File: config.mk
export PLATFORM = sky130hd
export DESIGN_NAME = sdclk_gen
export DESIGN_NICKNAME = d
export VERILOG_FILES = /design/src/rtl/sdclk_pkg.sv /design/src/rtl/sdclk_ctl.sv /design/src/rtl/sdclk_prescale.sv /design/src/rtl/sdclk_lindiv.sv /design/src/rtl/sdclk_gen.sv
export SDC_FILE = /design/constraint.sdc
export NUM_CORES = 1
export LEC_CHECK = 0
export ABC_AREA = 1
export CORE_UTILIZATION = 51
export DETAILED_ROUTE_END_ITERATION = 8
export HOLD_SLACK_MARGIN = 0.12
export PLACE_DENSITY_LB_ADDON = 0.08
export SETUP_SLACK_MARGIN = 0.2
export SLEW_MARGIN = 15
export SYNTH_ARGS = -nofsm -noshare
export SYNTH_HDL_FRONTEND = slang
export SYNTH_SLANG_ARGS = --single-unit
File: constraint.sdc
create_clock -name clk -period 3.1 [get_ports clk]
set_clock_uncertainty 0.15 [all_clocks]
set_input_delay 0.62 -clock clk [delete_from_list [all_inputs] [get_ports clk]]
set_output_delay 0.62 -clock clk [all_outputs]
set_load 0.005 [all_outputs]
File: src/rtl/sdclk_pkg.sv
// Package: shared widths, control-word bit positions and field type for the
// SD card clock divider. Bit positions are fixed because software decodes them.
package sdclk_pkg;
    localparam int CTL_W      = 32;
    localparam int PRE_W      = 8;
    localparam int DIV_W      = 4;
    localparam int TMO_W      = 4;
    localparam int POS_PEREN  = 2;
    localparam int POS_CKEN   = 3;
    localparam int POS_DIV    = 4;
    localparam int POS_PRE    = 8;
    localparam int POS_TMO    = 16;
    localparam int POS_RSTALL = 24;
    localparam logic [TMO_W-1:0] TMO_MAX = 4'd14;

    typedef struct packed {
        logic [TMO_W-1:0] tmo;
        logic [PRE_W-1:0] pre;
        logic [DIV_W-1:0] div;
        logic             cken;
        logic             peren;
    } ctl_fields_t;
endpackage

File: src/rtl/sdclk_ctl.sv
// Module: control-word register with reset-all sequencer.
// Holds the programmed fields, clamps the timeout selector and captures the
// active divider settings only while the card clock is stopped.
// Assumes: one write per strobe; writes are ignored while reset-all is busy.
module sdclk_ctl
    import sdclk_pkg::*;
#(
    parameter int RST_CYCLES = 8
) (
    input  logic             clk,
    input  logic             rst_n,
    input  logic             wr_en,
    input  logic [CTL_W-1:0] wr_data,
    output logic [CTL_W-1:0] rd_data,
    output ctl_fields_t      fields,
    output logic [PRE_W-1:0] act_pre,
    output logic [DIV_W-1:0] act_div,
    output logic             busy
);
    localparam int RCNT_W = (RST_CYCLES > 1) ? $clog2(RST_CYCLES) : 1;
    localparam logic [RCNT_W-1:0] RCNT_LOAD = RCNT_W'(RST_CYCLES - 1);

    logic [RCNT_W-1:0] rst_cnt;
    logic [TMO_W-1:0]  tmo_in;
    logic              running;

    // Clamp the incoming timeout selector to its legal maximum.
    always_comb begin
        tmo_in = wr_data[POS_TMO +: TMO_W];
        if (tmo_in > TMO_MAX) tmo_in = TMO_MAX;
    end

    assign running = fields.cken & fields.peren;

    // Register updates, reset-all countdown and active-divider capture.
    always_ff @(posedge clk) begin
        if (!rst_n) begin
            fields  <= '0;
            act_pre <= '0;
            act_div <= '0;
            busy    <= 1'b0;
            rst_cnt <= '0;
        end else if (busy) begin
            if (rst_cnt == '0) busy <= 1'b0;
            else               rst_cnt <= rst_cnt - 1'b1;
        end else if (wr_en) begin
            if (wr_data[POS_RSTALL]) begin
                fields  <= '0;
                act_pre <= '0;
                act_div <= '0;
                busy    <= 1'b1;
                rst_cnt <= RCNT_LOAD;
            end else begin
                fields.tmo   <= tmo_in;
                fields.pre   <= wr_data[POS_PRE +: PRE_W];
                fields.div   <= wr_data[POS_DIV +: DIV_W];
                fields.cken  <= wr_data[POS_CKEN];
                fields.peren <= wr_data[POS_PEREN];
                if (!running) begin
                    act_pre <= wr_data[POS_PRE +: PRE_W];
                    act_div <= wr_data[POS_DIV +: DIV_W];
                end
            end
        end
    end

    // Assemble the read-back word.
    always_comb begin
        rd_data                     = '0;
        rd_data[POS_TMO +: TMO_W]   = fields.tmo;
        rd_data[POS_PRE +: PRE_W]   = fields.pre;
        rd_data[POS_DIV +: DIV_W]   = fields.div;
        rd_data[POS_CKEN]           = fields.cken;
        rd_data[POS_PEREN]          = fields.peren;
        rd_data[POS_RSTALL]         = busy;
    end
endmodule

File: src/rtl/sdclk_prescale.sv
// Module: power-of-two prescaler stage.
// Emits one tick every F host cycles, where F is the highest set bit of the
// prescale field (zero field acts as F=1). Held cleared while run is low.
module sdclk_prescale
    import sdclk_pkg::*;
(
    input  logic             clk,
    input  logic             rst_n,
    input  logic             run,
    input  logic [PRE_W-1:0] pre_field,
    output logic             tick
);
    logic [PRE_W-1:0] pval;
    logic [PRE_W-1:0] cnt;

    // Decode the field to its highest set bit; zero defaults to one.
    always_comb begin
        pval = PRE_W'(1);
        for (int i = 0; i < PRE_W; i++) begin
            if (pre_field[i]) pval = PRE_W'(1) << i;
        end
    end

    assign tick = run && (cnt == pval - 1'b1);

    // Host-cycle counter that wraps on every tick.
    always_ff @(posedge clk) begin
        if (!rst_n || !run) cnt <= '0;
        else if (tick)      cnt <= '0;
        else                cnt <= cnt + 1'b1;
    end
endmodule

File: src/rtl/sdclk_lindiv.sv
// Module: linear divisor stage and output flops.
// Counts D+1 prescaler ticks per half period, toggles the card clock and
// produces the rise strobe and the stable flag. Held low while run is low.
module sdclk_lindiv
    import sdclk_pkg::*;
(
    input  logic             clk,
    input  logic             rst_n,
    input  logic             run,
    input  logic             tick,
    input  logic [DIV_W-1:0] div_m1,
    output logic             sd_clk,
    output logic             sd_rise,
    output logic             stable
);
    logic [DIV_W-1:0] cnt;

    // Tick counter, clock toggle, rise strobe and first-period flag.
    always_ff @(posedge clk) begin
        if (!rst_n || !run) begin
            cnt     <= '0;
            sd_clk  <= 1'b0;
            sd_rise <= 1'b0;
            stable  <= 1'b0;
        end else begin
            sd_rise <= 1'b0;
            if (tick) begin
                if (cnt == div_m1) begin
                    cnt     <= '0;
                    sd_clk  <= ~sd_clk;
                    sd_rise <= ~sd_clk;
                    if (sd_clk) stable <= 1'b1;
                end else begin
                    cnt <= cnt + 1'b1;
                end
            end
        end
    end
endmodule

File: src/rtl/sdclk_gen.sv
// Module: top of the SD card clock divider.
// Connects the control register, the prescaler and the linear divisor.
// Assumes: software stops the clock before relying on new divider fields.
module sdclk_gen
    import sdclk_pkg::*;
#(
    parameter int RST_CYCLES = 8
) (
    input  logic        clk,
    input  logic        rst_n,
    input  logic        ctl_wr,
    input  logic [31:0] ctl_wdata,
    output logic [31:0] ctl_rdata,
    output logic [3:0]  data_tmo,
    output logic        sd_clk,
    output logic        sd_clk_rise,
    output logic        sd_clk_stable
);
    ctl_fields_t      fields;
    logic [PRE_W-1:0] act_pre;
    logic [DIV_W-1:0] act_div;
    logic             busy;
    logic             run;
    logic             tick;

    sdclk_ctl #(.RST_CYCLES(RST_CYCLES)) i_ctl (
        .clk     (clk),
        .rst_n   (rst_n),
        .wr_en   (ctl_wr),
        .wr_data (ctl_wdata),
        .rd_data (ctl_rdata),
        .fields  (fields),
        .act_pre (act_pre),
        .act_div (act_div),
        .busy    (busy)
    );

    // Clock runs only with both enables set and no reset-all in progress.
    assign run      = fields.cken & fields.peren & ~busy;
    assign data_tmo = fields.tmo;

    sdclk_prescale i_pre (
        .clk       (clk),
        .rst_n     (rst_n),
        .run       (run),
        .pre_field (act_pre),
        .tick      (tick)
    );

    sdclk_lindiv i_lin (
        .clk     (clk),
        .rst_n   (rst_n),
        .run     (run),
        .tick    (tick),
        .div_m1  (act_div),
        .sd_clk  (sd_clk),
        .sd_rise (sd_clk_rise),
        .stable  (sd_clk_stable)
    );
endmodule

==> impl_metrics.tcl, run 1 <==
set metrics [dict create \
    status "complete, no violations" \
    pwr-share-clk_pct 32.9 \
    n_antenna_cell 0 \
    fp.dieW_um 71.43 \
    cp.arrival_ns 2.44 \
    crit_family "simple AND/OR/NAND/NOR gates" \
    maxCapViolations 0 \
    cts_max_path_buffers 2 \
    clk_pin_slew_ns 0.09 \
    grt_usage_pct 20.50 \
    crit_slowest_cell "dfxtp_1" \
    setup_viol 0 \
    crit_buf_inv 2 \
    io_pins 74 \
    final_cell_mix "73 x nand2_1, 48 x dfxtp_1, 47 x clkdlybuf4s50_1, 36 x nor2_1, 33 x inv_1" \
    drtIter0Drc 69 \
    start_util_pct 54.58 \
    ir_drop_uv 292.5 \
    cellLeakagePower_nw 1.225 \
    synth_ff_type "dfxtp_1" \
    ctsHoldBuffers 0 \
    num_vias 2158 \
    fin_util_pct 66.53 \
    num_rows 24 \
    fin_setup_tns_ns 0 \
    cts_tree "yes" \
    wl_per_cell_um 11.45 \
    fmax_mhz 424.8 \
    critical_path_class "flip-flop to flip-flop" \
    cts_resized 0 \
    synth_area_sq_mm 0.002459 \
    num-nets-final 418 \
    die-area_sq_mm 0.005102 \
    period_needed_ns 2.354 \
    seqPwrFrac_pct 50.1 \
    swShare_pct 25.95 \
    wl_um 4911 \
    gp_congestion 0.8821 \
    cp_slowest_stage_delay_ns 0.34 \
    crit_top_cell "nor2_1" \
    path_max_fanout 7 \
    power.internal_mw 0.9714 \
    ys_types 35 \
    rsz0062_at_grt "no" \
    synth-seq-area-share_pct 39.08 \
    first_pass_iters 4 \
    antenna_found_initial 0 \
    grt_pass1_vias 1945 \
    io_buffers 47 \
    cts_max_level 2 \
    drcViolationCount 0 \
    netlist_instances 335 \
    p_sw_mw 0.3404 \
    ys_ff_latch 48 \
    drt-vias-per-instance 5.030 \
    core_region_area_sq_mm 0.004504 \
    grt_max_degree 27 \
    dp_hpwl_um 3643 \
    preCtsSetupSlack_ns 0.7712 \
    syn_avg_cell_area_sq_um 7.339 \
    finalCritPeriodShare_pct 75.93 \
    drive_above_1_share_pct 8.753 \
    cts.sinks 48 \
    endpoint_kind "flip-flop" \
    drv_slew 0 \
    cts_buffers 5 \
    ant_nets 0 \
    powerDensity_mw_per_mm2 437.7 \
    final_common_cell "nand2_1" \
    synthArstFlopShare_pct 0 \
    grt_overflow_total 0 \
    area_growth_syn_to_layout_pct 21.88 \
    hold_viol 0 \
    critPathLaunchType "flip-flop" \
    die_h_um 71.43 \
    crit_chain "inv_2 -> nand2_1 -> nor2_2 -> nand4_1 -> ha_1 -> nor2_1 -> nor2_1 -> nand2_1 -> nor2_2 -> nand3_2 -> nor2_8 -> nand2_4 -> o21bai_2 -> inv_1 -> nor2_1" \
    postCtsSetupRepairBufs 0 \
    grt_pass1_wl_um 8452 \
    hp-class "flip-flop to flip-flop" \
    cts-root-buf "clkbuf_8" \
    insertion_delay_ns 0.29 \
    synth-edff-count 0 \
    critPathRequiredTime_ns 3.18 \
    yosys_warnings 0 \
    p_comb_share_pct 17.0 \
    layout_setup_ws_ns 0.7461 \
]
==> area by class of cell <==
class	count	area, sq um
Multi-Input combinational cell	235	1230
Clock buffer	5	68.82
Sequential cell	48	960.9
Fill cell	429	1508
Tap cell	52	65.06
Inverter	37	141.4
Timing Repair Buffer	51	500.5
Clock inverter	1	30.03
==> final timing paths <==
| path | from | endpoint | slack (ns) | cells past startpoint |
|---|---|---|---|---|
| worst min-delay path | i_lin.stable | i_lin.stable | 0.30 | 2 |
| worst max-delay path | i_ctl.act_pre[4] | i_lin.cnt[3] | 0.75 | 15 |
| worst min register to register | i_lin.stable | i_lin.stable | 0.30 | 2 |
| worst max register to register | i_ctl.act_pre[4] | i_lin.cnt[3] | 0.75 | 15 |
==> flip-flops by register name (all words and copies together) (netlist names) <==
signal / cells
i_ctl.act_pre: 7
i_lin.cnt: 4
i_pre.cnt: 8
i_lin.stable: 1
i_lin.sd_rise: 1
i_ctl.busy: 1
i_ctl.act_div: 4
i_ctl.rst_cnt: 3
i_lin.sd_clk: 1
i_ctl.fields: 18
==> synth_stat cells (4+ instances only) <==
cell type / number / area share [%]
nand3_1: 26 / 5.3
nand2_1: 73 / 11
o21ai_0: 4 / 0.81
nand2_2: 5 / 1.3
ha_1: 5 / 2.5
nand4_1: 8 / 2.0
a22oi_1: 6 / 1.8
inv_1: 33 / 5.0
xor2_1: 9 / 3.2
nor2_1: 36 / 5.5
clkbuf_1: 6 / 0.92
a21oi_1: 27 / 5.5
dfxtp_1: 48 / 39
buf_4: 18 / 5.5
==> power by group through the flow <==
stage                     Clock, mW  Sequential (mW)  Combinational [mW]
after floorplan                   0            0.669               0.154
after global placement            0            0.670               0.220
after detailed placement          0            0.671               0.223
after CTS                     0.443            0.657               0.224
after global routing          0.467            0.660               0.251
final                         0.432            0.657               0.223
==> worst reg2reg max path, delay by kind of cell (launching register included) <==
family,cells,cell delay (ns)
AND/OR/NAND/NOR,11,1.23
flip-flops,1,0.34
adder cells (fa/ha/maj),1,0.33
buffers and inverters,2,0.15
AO/OA/AOI/OAI,1,0.11
==> through the flow <==
| stage | hold WS [ns] | cell area [sq um] | instances | power [mW] |
|---|---|---|---|---|
| global placement | 0.2859 | 2898 | 423 | 0.8901 |
| floorplan | 0.2807 | 2504 | 347 | 0.8225 |
| finish | 0.3042 | 2997 | 429 | 1.312 |
| CTS | 0.3092 | 2997 | 429 | 1.323 |
| detailed placement | 0.2963 | 2898 | 423 | 0.8934 |
| global route | 0.3240 | 2997 | 429 | 1.378 |
==> logic make-up after synthesis <==
kind of cell / synth area share, %
adder cells (fa/ha/maj): 2.545
AND/OR/NAND/NOR: 31.20
XOR/XNOR: 3.563
flip-flops: 39.08
AO/OA/AOI/OAI: 10.74
buffers and inverters: 12.72
other: 0.1525
==> layer usage <==
layer / global-route usage [%] / part of all wire [%] / up-vias / routed length [um]
met1: 27.23 / 49 / 976 / 2392
met2: 34.07 / 46 / 56 / 2264
met5: 0 / 0 / - / 0
met4: 4.000 / 0.51 / 0 / 25
met3: 5.063 / 4.6 / 2 / 228
li1: - / - / 1124 / -
No activity file was read; power rests on OpenSTA's default activity.
==> run 2: changes to the inputs <==
--- a/config.mk
+++ b/config.mk
@@ -6,7 +6,7 @@
 export NUM_CORES = 1
 export LEC_CHECK = 0
 export ABC_AREA = 1
-export CORE_UTILIZATION = 51
+export CORE_UTILIZATION = 42
 export DETAILED_ROUTE_END_ITERATION = 8
 export HOLD_SLACK_MARGIN = 0.12
 export PLACE_DENSITY_LB_ADDON = 0.08
==> constraint.sdc (replaced) <==
create_clock -name clk -period 2.1 [get_ports clk]
set_clock_uncertainty 0.15 [all_clocks]
set_input_delay 0.42 -clock clk [delete_from_list [all_inputs] [get_ports clk]]
set_output_delay 0.42 -clock clk [all_outputs]
set_load 0.005 [all_outputs]
==> impl_metrics.tcl, run 2 (same netlist as run 1, synthesis figures left out) <==
set metrics [dict create \
    status "finished with violations" \
    violations "setup timing" \
    area_growth_syn_to_layout_pct 32.77 \
    clk_pin_slew_ns 0.10 \
    period_needed_ns 2.140 \
    top_register "i_ctl.fields" \
    cts-root-buf "clkbuf_8" \
    grt_max_degree 27 \
    final_cell_mix "72 x nand2_1, 47 x clkdlybuf4s50_1, 44 x dfxtp_1, 32 x inv_1, 32 x nor2_1" \
    cp.arrival_ns 2.24 \
    grt_pass1_vias 2117 \
    critical_path_class "flip-flop to flip-flop" \
    crit_chain "inv_2 -> nand2_2 -> nor2_4 -> buf_4 -> buf_4 -> buf_4 -> buf_4 -> buf_4 -> nand2_2 -> nand2_2 -> nand3_2 -> nand2_2 -> nor2_8 -> nand2_8 -> o21bai_2 -> inv_1 -> nor2_1" \
    insertion_delay_ns 0.31 \
    io_buffers 47 \
    cts_max_path_buffers 2 \
    drtIter0Drc 76 \
    n_antenna_cell 0 \
    drive_above_1_share_pct 17.00 \
    stdcell_area_sq_mm 0.003264 \
    power_mw 2.044 \
    path_max_fanout 7 \
    fmax_mhz 467.4 \
    cellLeakagePower_nw 1.331 \
    largest_register_ffs 18 \
    layout_setup_ws_ns -0.03965 \
    crit_top_cell "buf_4" \
    first_pass_iters 6 \
    drcViolationCount 0 \
    wl_per_cell_um 11.32 \
    dpl_cell_area_sq_mm 0.003053 \
    num_rows 27 \
    gp_congestion 0.8027 \
    endpoint_kind "flip-flop" \
    critPathLaunchType "flip-flop" \
    powerDensity_mw_per_mm2 626.0 \
    critPathRequiredTime_ns 2.20 \
    die-area_sq_mm 0.006164 \
    grt_usage_pct 18.75 \
    antenna_found_initial 0 \
    wl_um 5344 \
    num_vias 2235 \
    hp-class "flip-flop to flip-flop" \
    hold_viol 0 \
    start_util_pct 44.11 \
    crit_family "simple AND/OR/NAND/NOR gates" \
    top_regs "i_ctl.fields: 18 flops, i_pre.cnt: 8 flops, i_ctl.act_pre: 7 flops" \
    drt-vias-per-instance 4.735 \
    core_region_area_sq_mm 0.005574 \
    ctsHoldBuffers 0 \
    crit_buf_inv 7 \
    fp.dieW_um 78.51 \
    grt_overflow_total 0 \
    ir_drop_uv 381.1 \
    cts.sinks 48 \
    crit_slowest_cell "dfxtp_2" \
    drv_slew 0 \
    cp_slowest_stage_delay_ns 0.34 \
    cts_buffers 5 \
    grt_pass1_wl_um 9211 \
    die_h_um 78.51 \
    dp_hpwl_um 3941 \
    cts_max_level 2 \
    finalCritPeriodShare_pct 101.9 \
    io_pins 74 \
    setup_viol 4 \
    cts_tree "yes" \
    rsz0062_at_grt "yes" \
    final_common_cell "nand2_1" \
    num-nets-final 439 \
    ant_nets 0 \
    maxCapViolations 0 \
]
## run 2: timing repair
item	4_1_cts	5_1_grt
resized for setup	9	5
buffers inserted	5	1
pin swaps	1	1
endpoints found under the setup margin	15	16
## run 2: worst paths after layout
path / from / cells past startpoint / slack [ns] / endpoint
worst min-delay path: i_lin.stable / 2 / 0.31 / i_lin.stable
worst max-delay path: i_ctl.act_pre[5] / 17 / -0.04 / i_lin.cnt[2]
worst min register to register: i_lin.stable / 2 / 0.31 / i_lin.stable
worst max register to register: i_ctl.act_pre[5] / 17 / -0.04 / i_lin.cnt[2]
## run 2: routing by layer
| metal | track usage (%) | part of all wire (%) | up-vias |
|---|---|---|---|
| met4 | 7.222 | 1.9 | 0 |
| li1 | - | - | 1175 |
| met1 | 22.79 | 47 | 986 |
| met2 | 31.39 | 46 | 63 |
| met5 | 0 | 0 | - |
| met3 | 4.884 | 5.6 | 11 |
## run 2: power by group
group	internal [mW]	switching (mW)	total [mW]
logic	0.182	0.198	0.381
registers	0.943	0.0211	0.965
clock network	0.359	0.339	0.698
## run 2: stage by stage
step	hold slack (ns)	cells	util, %	setup TNS (ns)	setup slack, ns
finish	0.3120	472	58.56	-0.08619	-0.03965
global route	0.3445	472	58.56	-3.002	-0.2716
CTS	0.3116	471	58.27	-0.1257	-0.05065
detailed placement	0.2959	458	54.77	-0.1942	-0.04370
global placement	0.2892	458	54.77	-0.04500	-0.01822
floorplan	0.2807	347	-	0	0.04007
## run 2: area by class of cell
type / instances / area, sq um
flip-flops and latches: 48 / 965.9
clock inverters: 3 / 46.29
repair buffers: 72 / 670.6
fillers: 540 / 2310
well taps: 72 / 90.09
inverters: 37 / 141.4
clock buffers: 5 / 68.82
multi-input cells: 235 / 1281
## run 2: worst min-delay path, cell delays in order (launching register included)
cell     delay, ns
dfxtp_1       0.33
inv_1         0.05
a21oi_1       0.05
==> run 3: changes to the inputs <==
--- a/config.mk
+++ b/config.mk
@@ -6,7 +6,8 @@
 export NUM_CORES = 1
 export LEC_CHECK = 0
 export ABC_AREA = 1
-export CORE_UTILIZATION = 42
+export CORE_MARGIN = 8
+export CORE_UTILIZATION = 41
 export DETAILED_ROUTE_END_ITERATION = 8
 export HOLD_SLACK_MARGIN = 0.12
 export PLACE_DENSITY_LB_ADDON = 0.08
==> impl_metrics.tcl, run 3 (same netlist as run 1, synthesis figures left out) <==
set metrics [dict create \
    io_pins 74 \
    first_pass_iters 6 \
    fp.dieW_um 93.44 \
    critical_path_class "flip-flop to flip-flop" \
    finalCritPeriodShare_pct 101.5 \
    cellLeakagePower_nw 1.325 \
    period_needed_ns 2.132 \
    fin_setup_tns_ns -0.1058 \
    start_util_pct 42.02 \
    clk_pin_slew_ns 0.09 \
    cts_max_level 2 \
    critPathLaunchType "flip-flop" \
    maxCapViolations 0 \
    drv_slew 0 \
    powerDensity_mw_per_mm2 623.6 \
    cts_tree "yes" \
    ctsHoldBuffers 0 \
    grt_overflow_total 0 \
    core_region_area_sq_mm 0.005851 \
    rr_startpoint "i_ctl.act_pre[7]" \
    wl_per_cell_um 11.69 \
    power_mw 2.003 \
    setup_viol 9 \
    io_buffers 47 \
    die-area_sq_mm 0.008730 \
    cts_buffers 5 \
    ir_drop_uv 362.5 \
    hp-class "flip-flop to flip-flop" \
    num_rows 28 \
    layout_setup_ws_ns -0.03177 \
    num_vias 2160 \
    gp_congestion 0.7621 \
    dp_hpwl_um 4097 \
    violations "setup timing" \
    num-nets-final 435 \
    cts-root-buf "clkbuf_8" \
    grt_pass1_vias 2186 \
    top_regs "i_ctl.fields: 18 flops, i_pre.cnt: 8 flops, i_ctl.act_pre: 7 flops" \
    largest_register_ffs 18 \
    die_h_um 93.44 \
    drive_above_1_share_pct 14.90 \
    final_common_cell "nand2_1" \
    top_register "i_ctl.fields" \
    final_cell_mix "72 x nand2_1, 47 x clkdlybuf4s50_1, 44 x dfxtp_1, 36 x nor2_1, 33 x inv_1" \
    fmax_mhz 469.1 \
    hold_viol 0 \
    grt_pass1_wl_um 9791 \
    path_max_fanout 7 \
    cts_max_path_buffers 2 \
    area_growth_syn_to_layout_pct 30.64 \
    ant_nets 0 \
    n_antenna_cell 0 \
    antenna_found_initial 0 \
    endpoint_kind "flip-flop" \
    drt-vias-per-instance 4.586 \
    wl_um 5507 \
    worstHoldStart "i_lin.stable" \
    cp.arrival_ns 2.22 \
    drtIter0Drc 53 \
    drcViolationCount 0 \
    insertion_delay_ns 0.30 \
    cts.sinks 48 \
    grt_usage_pct 13.58 \
    status "finished with violations" \
    rsz0062_at_grt "yes" \
    startpoint "i_ctl.act_pre[7]" \
    grt_max_degree 25 \
    critPathRequiredTime_ns 2.19 \
]
-- run 3: changes by cell type in the layout (fill, tap and decap cells not counted), moves of 2 or more --
cell	change
nor2_1	+4
nand2_4	+2
buf_4	-5
nor2_2	-4
nand2_8	-2
-- run 3: routing by layer --
layer	vias up	track usage [%]	wire length, um
met5	-	0	0
met4	0	4.698	71
met3	6	5.849	456
met2	50	21.74	2437
met1	940	15.78	2542
li1	1164	-	-
-- run 3: worst max-delay path, stage by stage, from the launching register on --
cell and delay [ns]:
dfxtp_2 0.34, nor2_1 0.10, nand2_1 0.08, inv_1 0.07, nand2_1 0.05, ha_1 0.31, nor2_1 0.06, nor2_1 0.08
nand2_1 0.07, nor2_2 0.11, nand3_2 0.13, nor2_8 0.18, buf_4 0.13, nand3b_1 0.08, a21oi_2 0.13
-- run 3: cell type report --
type,instances,area [sq um]
clock buffers,6,72.57
fillers,582,2639
well taps,75,93.84
multi-input cells,235,1250
inverters,37,141.4
clock inverters,2,35.03
flip-flops and latches,48,965.9
repair buffers,68,653.1
-- run 3: through the flow --
step / instances / cell area [sq um] / hold WS, ns / utilization [%] / worst slack (ns)
after CTS: 470 / 3199 / 0.3022 / 54.68 / -0.04532
final: 471 / 3212 / 0.2976 / 54.90 / -0.03177
after floorplan: 347 / 2509 / 0.2807 / - / 0.04007
after global placement: 460 / 3062 / 0.2858 / 52.33 / -0.04706
after detailed placement: 460 / 3062 / 0.2878 / 52.33 / -0.04973
after global routing: 471 / 3212 / 0.3379 / 54.90 / -0.2558
-- run 3: path summary, 6_finish.rpt --
| path | slack [ns] | end | depth (start not counted) |
|---|---|---|---|
| worst max register to register | -0.03 | i_lin.cnt[0] | 14 |
| worst max-delay path | -0.03 | i_lin.cnt[0] | 14 |
| worst min-delay path | 0.30 | i_lin.stable | 2 |
| worst min register to register | 0.30 | i_lin.stable | 2 |
-- run 3: repair_timing --
item / in CTS / in global routing
resized for setup: 5 / 2
buffers inserted: 2 / 1
endpoints found under the setup margin: 15 / 16
endpoints found under the hold margin: 0 / 0
pin swaps: 4 / 0
-- run 3: power by group --
part           switching, mW  internal (mW)  leakage [nW]
clock network          0.313          0.354        0.0552
registers             0.0208          0.943         0.392
logic                  0.195          0.177         0.878
total                  0.529           1.47          1.33
